File: src/rtl/cmp_timer_pkg.sv
package cmp_timer_pkg;

    // What the counter register does at the next edge
    typedef enum logic [1:0] {
        CNT_HOLD = 2'd0,
        CNT_LOAD = 2'd1,
        CNT_INC  = 2'd2
    } cnt_action_e;

    // Request state kept by the match stage
    typedef struct packed {
        logic req;   // drives the routed interrupt line
        logic pend;  // software-visible flag (may be gated off)
    } tmr_status_t;

    localparam tmr_status_t STATUS_IDLE = '{req: 1'b0, pend: 1'b0};

    // Priority: a load beats a tick; freeze or no tick holds
    function automatic cnt_action_e pick_action(input logic we,
                                                input logic tick,
                                                input logic frz);
        if (we)
            return CNT_LOAD;
        else if (tick && !frz)
            return CNT_INC;
        else
            return CNT_HOLD;
    endfunction

    // Request update: acknowledge beats a new match
    function automatic tmr_status_t next_status(input tmr_status_t cur,
                                                input logic ack,
                                                input logic hit,
                                                input logic pend_on);
        tmr_status_t n;
        n = cur;
        if (ack) begin
            n = STATUS_IDLE;
        end else if (hit) begin
            n.req  = 1'b1;
            n.pend = pend_on;
        end
        return n;
    endfunction

endpackage

File: src/rtl/cmp_timer_counter.sv
module cmp_timer_counter
    import cmp_timer_pkg::*;
#(
    parameter int CNT_W = 32
) (
    input  logic             clk,
    input  logic             rst,
    input  logic             tick_en,
    input  logic             freeze,
    input  logic             cnt_we,
    input  logic [CNT_W-1:0] cnt_wdata,
    output logic [CNT_W-1:0] cnt_q
);

    localparam logic [CNT_W-1:0] ONE = CNT_W'(1);

    cnt_action_e act;

    always_comb begin
        act = pick_action(cnt_we, tick_en, freeze);
    end

    always_ff @(posedge clk) begin
        if (rst) begin
            cnt_q <= '0;
        end else begin
            unique case (act)
                CNT_LOAD: cnt_q <= cnt_wdata;
                CNT_INC:  cnt_q <= cnt_q + ONE;
                default:  cnt_q <= cnt_q;
            endcase
        end
    end

    // Counter advances by one per tick and wraps
    assert_inc_step_R2: assert property (@(posedge clk) disable iff (rst)
        (tick_en && !freeze && !cnt_we) |=> (cnt_q == CNT_W'($past(cnt_q) + ONE)));

    // No tick: value held
    assert_idle_hold_R3: assert property (@(posedge clk) disable iff (rst)
        (!tick_en && !cnt_we) |=> $stable(cnt_q));

    // Freeze holds the value
    assert_freeze_hold_R4: assert property (@(posedge clk) disable iff (rst)
        (freeze && !cnt_we) |=> $stable(cnt_q));

    // Load wins over tick
    assert_load_value_R5: assert property (@(posedge clk) disable iff (rst)
        cnt_we |=> (cnt_q == $past(cnt_wdata)));

endmodule

File: src/rtl/cmp_timer_match.sv
module cmp_timer_match
    import cmp_timer_pkg::*;
#(
    parameter int CNT_W   = 32,
    parameter bit PEND_EN = 1'b1
) (
    input  logic             clk,
    input  logic             rst,
    input  logic             freeze,
    input  logic [CNT_W-1:0] cnt_q,
    input  logic             cmp_we,
    input  logic [CNT_W-1:0] cmp_wdata,
    output logic [CNT_W-1:0] cmp_q,
    output tmr_status_t      status
);

    logic        eq_now;
    logic        eq_prev;
    logic        hit;
    tmr_status_t status_nx;

    // Comparison register
    always_ff @(posedge clk) begin
        if (rst)
            cmp_q <= '0;
        else if (cmp_we)
            cmp_q <= cmp_wdata;
    end

    // Edge into equality; reset value 1 because both registers reset to zero
    always_comb begin
        eq_now = (cnt_q == cmp_q);
        hit    = eq_now && !eq_prev && !freeze;
    end

    always_ff @(posedge clk) begin
        if (rst)
            eq_prev <= 1'b1;
        else
            eq_prev <= eq_now;
    end

    always_comb begin
        status_nx = next_status(status, cmp_we, hit, PEND_EN);
    end

    always_ff @(posedge clk) begin
        if (rst)
            status <= STATUS_IDLE;
        else
            status <= status_nx;
    end

    // Acknowledge clears request
    assert_ack_clears_R8: assert property (@(posedge clk) disable iff (rst)
        cmp_we |=> (!status.req && !status.pend));

    // Request is sticky until acknowledge
    assert_req_sticky_R9: assert property (@(posedge clk) disable iff (rst)
        (status.req && !cmp_we) |=> status.req);

    // Request only rises from a match of counter and compare
    assert_req_from_match_R6: assert property (@(posedge clk) disable iff (rst)
        $rose(status.req) |-> $past(cnt_q == cmp_q));

    // Frozen: no new request
    assert_frozen_no_rise_R4: assert property (@(posedge clk) disable iff (rst)
        (freeze && !status.req) |=> !status.req);

    // Compare register follows its write
    assert_cmp_load_R12: assert property (@(posedge clk) disable iff (rst)
        cmp_we |=> (cmp_q == $past(cmp_wdata)));

    generate
        if (!PEND_EN) begin : g_no_pend
            // Pending flag removed
            assert_pend_off_R11: assert property (@(posedge clk) disable iff (rst)
                !status.pend);
        end
    endgenerate

endmodule

File: src/rtl/cmp_timer_route.sv
module cmp_timer_route #(
    parameter int LINES = 8,
    parameter int SEL_W = 3
) (
    input  logic             clk,
    input  logic             rst,
    input  logic             req,
    input  logic [SEL_W-1:0] route_sel,
    output logic [LINES-1:0] irq_out
);

    generate
        for (genvar i = 0; i < LINES; i++) begin : g_line
            assign irq_out[i] = req && (route_sel == SEL_W'(i));
        end
    endgenerate

    // At most one line, and none without a request
    assert_onehot_lines_R10: assert property (@(posedge clk) disable iff (rst)
        $onehot0(irq_out));

    assert_no_idle_line_R10: assert property (@(posedge clk) disable iff (rst)
        !req |-> (irq_out == '0));

endmodule

File: src/rtl/cmp_timer_top.sv
module cmp_timer_top
    import cmp_timer_pkg::*;
#(
    parameter int CNT_W   = 32,
    parameter int LINES   = 8,
    parameter int SEL_W   = $clog2(LINES),
    parameter bit PEND_EN = 1'b1
) (
    input  logic             clk,
    input  logic             rst,
    input  logic             tick_en,
    input  logic             freeze,
    input  logic [SEL_W-1:0] route_sel,
    input  logic             cnt_we,
    input  logic [CNT_W-1:0] cnt_wdata,
    input  logic             cmp_we,
    input  logic [CNT_W-1:0] cmp_wdata,
    output logic [CNT_W-1:0] cnt_rdata,
    output logic [CNT_W-1:0] cmp_rdata,
    output logic             pend,
    output logic [LINES-1:0] irq_out
);

    logic [CNT_W-1:0] cnt_q;
    logic [CNT_W-1:0] cmp_q;
    tmr_status_t      status;

    cmp_timer_counter #(.CNT_W(CNT_W)) u_counter (
        .clk       (clk),
        .rst       (rst),
        .tick_en   (tick_en),
        .freeze    (freeze),
        .cnt_we    (cnt_we),
        .cnt_wdata (cnt_wdata),
        .cnt_q     (cnt_q)
    );

    cmp_timer_match #(.CNT_W(CNT_W), .PEND_EN(PEND_EN)) u_match (
        .clk       (clk),
        .rst       (rst),
        .freeze    (freeze),
        .cnt_q     (cnt_q),
        .cmp_we    (cmp_we),
        .cmp_wdata (cmp_wdata),
        .cmp_q     (cmp_q),
        .status    (status)
    );

    cmp_timer_route #(.LINES(LINES), .SEL_W(SEL_W)) u_route (
        .clk       (clk),
        .rst       (rst),
        .req       (status.req),
        .route_sel (route_sel),
        .irq_out   (irq_out)
    );

    assign cnt_rdata = cnt_q;
    assign cmp_rdata = cmp_q;
    assign pend      = status.pend;

    // Reset state
    assert_reset_state_R1: assert property (@(posedge clk)
        $past(rst) |-> (cnt_rdata == '0 && cmp_rdata == '0 && !pend && irq_out == '0));

endmodule

File: config.mk
export PLATFORM = sky130hd
export DESIGN_NAME = cmp_timer_top
export DESIGN_NICKNAME = d
export VERILOG_FILES = /design/src/rtl/cmp_timer_pkg.sv /design/src/rtl/cmp_timer_counter.sv /design/src/rtl/cmp_timer_match.sv /design/src/rtl/cmp_timer_route.sv /design/src/rtl/cmp_timer_top.sv
export SDC_FILE = /design/constraint.sdc
export NUM_CORES = 1
export LEC_CHECK = 0
export BUFFER_PORTS_ARGS = -buffer_cell sky130_fd_sc_hd__buf_2
export CAP_MARGIN = 5
export CORE_UTILIZATION = 43
export DETAILED_ROUTE_END_ITERATION = 10
export PLACE_DENSITY = 0.77
export SKIP_CTS_REPAIR_TIMING = 1
export SKIP_LAST_GASP = 1
export SLEW_MARGIN = 0
export SYNTH_ARGS = -nofsm -noshare
export SYNTH_HDL_FRONTEND = slang
export SYNTH_SLANG_ARGS = --single-unit
File: constraint.sdc
create_clock -name clk -period 2.2 [get_ports clk]
set_input_delay 0.22 -clock clk [delete_from_list [all_inputs] [get_ports clk]]
set_output_delay 0.22 -clock clk [all_outputs]
set_load 0.005 [all_outputs]
# Word-level counts from Yosys, hierarchy flattened
# Index checks and enable logic that the tools add are counted.
# W data, S select, Z words.
[op_classes]
add_sub_neg = 1
n_mul = 0
div = 0
n_lt_le_gt_ge = 0
n_eq_ne = 10
n_shift = 0
mux = 3
bitwise = 0
n_reduce_logical = 16
[op_table]
columns = ["cell", "count"]
rows = [
  ["$pmux W32 S2", 1],
  ["$add A32 B1 Y32 const B", 1],
  ["$eq A32 B32 Y1", 1],
  ["$eq A3 B3 Y1 const B", 4],
  ["$logic_and A1 B1 Y1", 11],
  ["$eq A3 B2 Y1 const B", 2],
  ["$mux W2", 2],
  ["$eq A3 B1 Y1 const B", 1],
  ["$logic_not A3 Y1", 1],
  ["$eq A2 B1 Y1 const B", 1],
  ["$eq A2 B2 Y1 const B", 1],
  ["$logic_not A1 Y1", 2],
  ["$reduce_bool A2 Y1", 1],
  ["$reduce_or A2 Y1", 1],
]
[totals]
reg_bits = 66
latch_bits = 0
ramBits = 0
rom_bits = 0
inputBits = 73
out_inout_bits = 73
n_memories = 0

# Longest topological paths before layout
# Gate-level depths: netlist (run 1).
[logic_depth]
word_depth = 6
depth_mapped = 7
depth_no_buf = 5

# Modules after synthesis
# Synthesis (run 1) repeated with hierarchy kept, for this count alone.
[hier_totals]
hier_cells = 411
hier_area_um2 = 3619.7
[by_module_without_submodules]
columns = ["module", "instances", "cells_each", "area_each_um2", "seq_area_each_um2"]
rows = [
  ["cmp_timer_counter", 1, 248, 1986.9, 640.6],
  ["cmp_timer_match", 1, 155, 1536.5, 680.7],
  ["cmp_timer_route", 1, 8, 96.3, 0.0],
]

# Worst setup path before layout (run 1)
# Ideal clock, no wire load.
[synth_timing]
kind = "reg2reg"
from = "register u_counter.cnt_q[0]"
to = "register u_counter.cnt_q[22]"
setup_time_ns = 0.091
arrival_ns = 2.126
required_ns = 2.109
slack_ns = -0.017
stages_incl_launch_ff = 8
cell_sequence = "dfxtp_1 > ha_1 > nand3b_1 > or4_1 > clkbuf_1 > buf_2 > or3_1 > a311oi_1"
[synth_via]
elab_chain_len = 2
[synth_rtl]
columns = ["item", "line_no", "source"]
rows = [
  ["start: declaration", "cmp_timer_counter.sv:12", "output logic [CNT_W-1:0] cnt_q"],
  ["start signal: assignment", "cmp_timer_counter.sv:28", "CNT_LOAD: cnt_q <= cnt_wdata;"],
  ["start signal: assignment", "cmp_timer_counter.sv:29", "CNT_INC: cnt_q <= cnt_q + ONE;"],
  ["start signal: assignment", "cmp_timer_counter.sv:30", "default: cnt_q <= cnt_q;"],
  ["$add A32 B1 Y32", "cmp_timer_counter.sv:29", ""],
  ["$pmux W32 S2", "cmp_timer_counter.sv:27", "unique case (act)"],
]
# No other way between the ends.
# A chain may end at the register's enable or synchronous reset.

# Worst setup path in the final report (run 1)
[layout_timing]
from = "register u_counter.cnt_q[1]"
to = "register u_counter.cnt_q[28]"
# The elaborated chain is that of the path after synthesis.

==> flow_metrics.py, run 1 <==
metrics = {
    "status": {
        "status": "finished clean",
    },
    "finish": {
        "drive_gt1_share_pct": 37.3,
        "fin_nets": 636,
        "antennaDiodeCount": 0,
        "area_delta_synth_final_pct": 38.0,
        "layout_common_cells": "buf_2, nor2_1, dfxtp_1, buf_4, xor2_1",
        "final_common_cell": "buf_2",
        "fillCellCount": 692,
    },
    "sta": {
        "tightestPinTransition_ns": 0.647,
        "tns_ns": 0,
        "hold_viol_final": 0,
        "drv_slew": 0,
        "slew_headroom_pct": 56.9,
        "finalSetupViolCount": 0,
        "rsz0062_at_grt": "yes",
        "timing.final.crit_share_pct": 99.8,
        "fin_skew_ns": 0.00859,
        "fmaxAchievable_mhz": 455,
        "min_period_ns": 2.20,
    },
    "clocking": {
        "cts_buffer_depth": 2,
        "clk_latency_ns": 0.34,
        "ctsHtreeMaxLevel": 3,
        "cts-root-buf": "clkbuf_8",
        "cts.sinks": 66,
        "cts_tree": "yes",
        "clk_pin_slew_worst_paths_ns": 0.07,
        "numCtsBuffers": 9,
    },
    "grt": {
        "antenna_found_initial": 0,
        "grt_pass1_vias": 3377,
        "grt_start_max_net_pins": 41,
        "grt_pass1_wl_um": 16300,
        "grt_usage_pct": 24.9,
        "grt-ovfl-total": 0,
    },
    "min_path": {
        "min_from": "cnt_wdata[26]",
        "hp-class": "input pin to flip-flop",
    },
    "critical_path": {
        "path_class": "flip-flop to flip-flop",
        "critical_path.startpoint": "u_counter.cnt_q[1]$_SDFFE_PP0P_",
        "arrival_ns": 2.45,
        "critPathLaunchType": "flip-flop",
        "worstPathMaxFanout": 6,
        "end_kind": "flip-flop",
        "r2r-start": "u_counter.cnt_q[1]$_SDFFE_PP0P_",
        "crit_required_ns": 2.45,
        "reg2reg_slack_ns": 0.003,
    },
    "die": {
        "die_area_mm2": 0.00831,
        "core-area_mm2": 0.00773,
        "dieWidth_um": 91.2,
        "die_y_um": 91.2,
        "ioPinCount": 146,
        "start_util_pct": 44.2,
        "num_rows": 32,
    },
    "drt": {
        "firstDrtPassIters": 4,
        "ant_nets": 0,
        "routed_wirelength_um": 10400,
        "dr.first_iter.drc_count": 220,
        "post_drt_wl_per_cell_um": 15.6,
        "num_vias": 3597,
        "vias_per_cell": 5.39,
        "post-route-drc-count": 0,
    },
    "synth": {
        "yosysWarnings": 0,
        "ys_top_cells_by_area": "dfxtp_1, mux2i_1, xor2_1",
        "synth_simple_gate_area_share_pct": 23.3,
        "syn_area_mm2": 0.00342,
        "syn_inst": 397,
        "yosysSeqAreaShare_pct": 38.7,
        "synth.top_cell.area_share_pct": 38.7,
        "synth_cell_types": 39,
        "synthXorXnorAreaFrac_pct": 10.8,
        "synthMuxAreaShare_pct": 9.66,
        "synth-async-reset-ratio_pct": 0,
        "synth_edf_count": 0,
        "postSynthAreaPerCell_um2": 8.61,
        "synth_seq_cells": 66,
        "ys.flop_type": "dfxtp_1",
        "synth_compound_area_share_pct": 12.6,
        "synth_top_cell_by_area": "dfxtp_1",
        "synth-adder-area-share_pct": 0.366,
        "synth_top_family_by_area": "simple AND/OR/NAND/NOR gates",
        "synthesis.nets": 471,
    },
    "power_and_ir_drop": {
        "vdd_ir_drop_max_v": 0.000345,
        "p_seq_share_pct": 47.0,
        "pwr-share-comb_pct": 17.8,
        "intPower_mw": 2.10,
        "p_leak_nw": 2.28,
        "p_per_area_mw_per_mm2": 611,
        "power_mw": 2.88,
        "swShare_pct": 27.1,
        "p_sw_mw": 0.781,
        "pwr-share-clk_pct": 35.2,
    },
    "placement": {
        "io_buffers": 145,
        "dpl.hpwl_um": 7890,
        "place.gp.congestion": 0.894,
    },
    "job": {
        "max_cap_viol_count": 0,
    },
}
[path summary, 6_finish.rpt]
check,end,depth (start not counted)
worst max-delay path,u_counter.cnt_q[28]$_SDFFE_PP0P_,6
worst min-delay path,u_counter.cnt_q[26]$_SDFFE_PP0P_,3
worst max register to register,u_counter.cnt_q[28]$_SDFFE_PP0P_,6
worst min register to register,u_match.status[1]$_SDFFE_PP0P_,2
[logic make-up (layout without fill, tap and decap cells)]
| kind of cell | Yosys count | in the layout |
|---|---|---|
| AOI/OAI and AO/OA | 57 | 57 |
| muxes | 33 | 33 |
| DFF | 66 | 66 |
| buffers and inverters | 40 | 208 |
| and+or+nand+nor | 158 | 158 |
| adders and majority gates | 1 | 1 |
| xor gates and xnor gates | 42 | 42 |
[flip-flops by register name, indices dropped and copies added (netlist names)]
register	flops
u_match.cmp_q	32
u_match.status	1
u_counter.cnt_q	32
u_match.eq_prev	1
[critical path, cell delays in order (launching register included)]
cell and delay, ns:
dfxtp_2 0.36, ha_4 0.13, nand3b_1 0.11, or4_4 0.57, buf_8 0.16, or4_1 0.52
a311oi_2 0.26
[synthesized netlist by cell type, types with 2 or more instances]
cell type / instances
nand3_1: 8
nor2_1: 69
o31ai_1: 10
nand2b_1: 3
a31oi_1: 2
or4_1: 10
a311oi_1: 15
and4_1: 5
a21oi_1: 3
o31a_1: 5
a31o_2: 2
clkbuf_1: 21
xor2_1: 34
o21ai_0: 7
buf_1: 6
nand2_1: 16
nor3_1: 8
xnor2_1: 8
dfxtp_1: 66
nand4_1: 10
and3_1: 2
inv_1: 9
a211oi_1: 11
nor4_1: 13
mux2i_1: 33
buf_2: 2
or3_1: 7
[final cells by class]
cell class / instances / area [um^2] / share of cell area [%]
clock buffer: 12 / 155 / 3.29
clock inverter: 2 / 37.5 / 0.796
inverter: 10 / 37.5 / 0.796
multi-input combinational: 291 / 1980 / 42.0
sequential: 66 / 1320 / 28.1
tap: 102 / 128 / 2.71
timing repair buffer: 184 / 1060 / 22.4
[power groups by stage]
| stage | Sequential, mW | Combinational, mW | Clock [mW] |
|---|---|---|---|
| after global routing | 1.36 | 0.563 | 1.09 |
| after global placement | 1.38 | 0.495 | 0 |
| after CTS | 1.35 | 0.507 | 1.03 |
| after floorplan | 1.39 | 0.236 | 0 |
| final | 1.35 | 0.513 | 1.01 |
| after detailed placement | 1.38 | 0.505 | 0 |
[through the flow]
step	utilization (%)	area [um^2]	std cells	hold slack (ns)	setup slack [ns]
4_1_cts	59.6	4600	661	0.0643	-0.0220
2_1_floorplan	-	3420	397	0.329	0.00251
5_1_grt	61.0	4720	667	0.0685	-0.0716
3_5_place_dp	57.1	4410	647	0.420	-0.00285
3_3_place_gp	57.1	4410	647	0.420	0.113
6_report	61.0	4720	667	0.0769	0.00334
[per-layer routing]
metal	wire length, um	vias to the layer above	GRT usage [%]	share of wire (%)
li1	-	1772	-	-
met1	4500	1635	31.3	43
met2	4990	168	41.1	48
met3	697	22	6.11	6.7
met4	246	0	9.26	2.4
met5	0	-	0	0
No activity file was read; power rests on OpenSTA's default activity.
==> run 2: changes to the inputs <==
Settings changed: ABC_AREA set to 1, CORE_UTILIZATION 43 to 46, PLACE_DENSITY 0.77 to 0.78, SKIP_LAST_GASP 1 to unset.
==> flow_metrics.py, run 2 <==
metrics = {
    "clocking": {
        "numCtsBuffers": 9,
        "cts.sinks": 66,
        "cts_buffer_depth": 2,
        "clk_pin_slew_worst_paths_ns": 0.08,
        "clk_latency_ns": 0.35,
        "cts-root-buf": "clkbuf_8",
        "ctsHtreeMaxLevel": 3,
        "cts_tree": "yes",
    },
    "drt": {
        "post_drt_wl_per_cell_um": 15.2,
        "post-route-drc-count": 0,
        "ant_nets": 0,
        "dr.first_iter.drc_count": 261,
        "vias_per_cell": 5.20,
        "num_vias": 4942,
        "firstDrtPassIters": 7,
        "routed_wirelength_um": 14500,
    },
    "finish": {
        "layout_common_cells": "nand2_1, buf_2, nor2_1, inv_1, dfxtp_1",
        "reg.largest.list": "u_counter.cnt_q: 32 flops, u_match.cmp_q: 32 flops",
        "area_delta_synth_final_pct": 25.1,
        "drive_gt1_share_pct": 25.1,
        "final_common_cell": "nand2_1",
        "fin_nets": 911,
        "antennaDiodeCount": 0,
    },
    "status": {
        "status": "finished clean",
    },
    "critical_path": {
        "cp_top_family": "simple AND/OR/NAND/NOR gates",
        "worstPathMaxFanout": 6,
        "crit_buf_inv": 0,
        "critPathLaunchType": "flip-flop",
        "reg2reg_slack_ns": 0.49,
        "slowest_stage": "dfxtp_1",
        "path_class": "flip-flop to flip-flop",
        "critPathMaxStageDelay_ns": 0.47,
        "cp_cell_sequence": "ha_1, nand2_2, nor2_8, nand2_4, nor2_1, nand4_1, o211ai_1, nor2_1",
        "crit_required_ns": 2.43,
        "end_kind": "flip-flop",
        "arrival_ns": 1.94,
        "path_common_cell": "nor2_1",
    },
    "synth": {
        "synth.top_cell.area_share_pct": 31.5,
        "synth_cell_types": 35,
        "yosysWarnings": 0,
        "synthMostInstantiatedCell": "nand2_1",
        "synth_edf_count": 0,
        "synth_seq_cells": 66,
        "ys_top_cells_by_count": "nand2_1, nor2_1, inv_1",
        "ys.flop_type": "dfxtp_1",
        "syn_area_mm2": 0.00419,
        "ys_top_cells_by_area": "dfxtp_1, nand2_1, nor2_1",
        "postSynthAreaPerCell_um2": 6.04,
        "syn_inst": 693,
        "synthesis.nets": 767,
        "synth_top_cell_by_area": "dfxtp_1",
        "synth-async-reset-ratio_pct": 0,
        "yosysSeqAreaShare_pct": 31.5,
    },
    "grt": {
        "grt_usage_pct": 30.8,
        "grt_start_max_net_pins": 42,
        "antenna_found_initial": 0,
        "grt-ovfl-total": 0,
        "grt_pass1_wl_um": 23200,
        "grt_pass1_vias": 4561,
    },
    "sta": {
        "hold_slack_ns": 0.0890,
        "timing.final.crit_share_pct": 77.6,
        "tns_ns": 0,
        "tightestPinTransition_ns": 0.485,
        "fin_skew_ns": 0.0148,
        "fmaxAchievable_mhz": 586,
        "min_period_ns": 1.71,
        "drv_slew": 0,
        "rsz0062_at_grt": "no",
        "slew_headroom_pct": 67.6,
        "finalSetupViolCount": 0,
        "hold_viol_final": 0,
    },
    "die": {
        "core-area_mm2": 0.00876,
        "dieWidth_um": 97.4,
        "start_util_pct": 47.8,
        "ioPinCount": 146,
        "die_area_mm2": 0.00949,
        "num_rows": 34,
        "die_y_um": 97.4,
    },
    "power_and_ir_drop": {
        "power_mw": 3.01,
        "vdd_ir_drop_max_v": 0.000351,
        "p_leak_nw": 2.50,
        "p_per_area_mw_per_mm2": 574,
    },
    "placement": {
        "place.gp.congestion": 0.984,
        "io_buffers": 145,
        "dpl.hpwl_um": 11300,
    },
    "job": {
        "max_cap_viol_count": 0,
    },
    "min_path": {
        "hp-class": "input pin to flip-flop",
    },
}
[run 2: changes by cell type after synthesis, sizes merged, moves of 13 or more]
cell    change
mux2i      -33
o21ai      +33
a21oi      +38
nor4       -13
nor2       +34
xor2       -34
nand2     +243
a311oi     -14
inv        +69
nand3      +26
[run 2: worst paths after layout]
path,start,endpoint,cells after the start
max,u_counter.cnt_q[0]$_SDFFE_PP0P_,u_counter.cnt_q[16]$_SDFFE_PP0P_,8
min,cmp_wdata[0],u_match.cmp_q[0]$_SDFFE_PP0P_,3
max reg2reg,u_counter.cnt_q[0]$_SDFFE_PP0P_,u_counter.cnt_q[16]$_SDFFE_PP0P_,8
min reg2reg,u_counter.cnt_q[19]$_SDFFE_PP0P_,u_counter.cnt_q[19]$_SDFFE_PP0P_,2
[run 2: area by class of cell]
| type | count | area, um^2 |
|---|---|---|
| clock buffer | 11 | 131 |
| clock inverter | 5 | 55.1 |
| fill | 886 | 3520 |
| inverter | 80 | 300 |
| multi-input combinational | 523 | 2470 |
| sequential | 66 | 1320 |
| tap | 108 | 135 |
| timing repair buffer | 157 | 828 |
[run 2: metal layers]
metal | global-route usage [%] | share of wire (%)
met1 | 41.7 | 45
met2 | 51.2 | 47
met3 | 4.17 | 6.8
met4 | 8.37 | 1.5
met5 | 0 | 0
[run 2: report_power, final]
part / total (mW) / switching (mW) / internal [mW]
clock network: 1.03 / 0.507 / 0.521
logic: 0.584 / 0.337 / 0.247
registers: 1.39 / 0.117 / 1.28
total: 3.01 / 0.962 / 2.05
[run 2: cells by family after synthesis]
logic type	Yosys count	synth area share (%)
AOI/OAI and AO/OA	105	14.7
xor gates and xnor gates	9	1.88
adders and majority gates	1	0.299
buffers and inverters	104	9.53
DFF	66	31.5
and+or+nand+nor	408	42.1
[run 2: metrics by stage]
stage               cell area (um^2)  util [%]  instances  worst slack (ns)
finish                          5240      59.8        950             0.493
global placement                5050      57.7        934             0.590
detailed placement              5050      57.7        934             0.513
floorplan                       4190         -        693             0.689
global route                    5240      59.8        950             0.369
CTS                             5240      59.8        950             0.512
[run 2: worst register-to-register path, stage by stage (launching register included)]
cell	delay [ns]
dfxtp_1	0.47
ha_1	0.28
nand2_2	0.11
nor2_8	0.16
nand2_4	0.11
nor2_1	0.19
nand4_1	0.12
o211ai_1	0.11
nor2_1	0.05
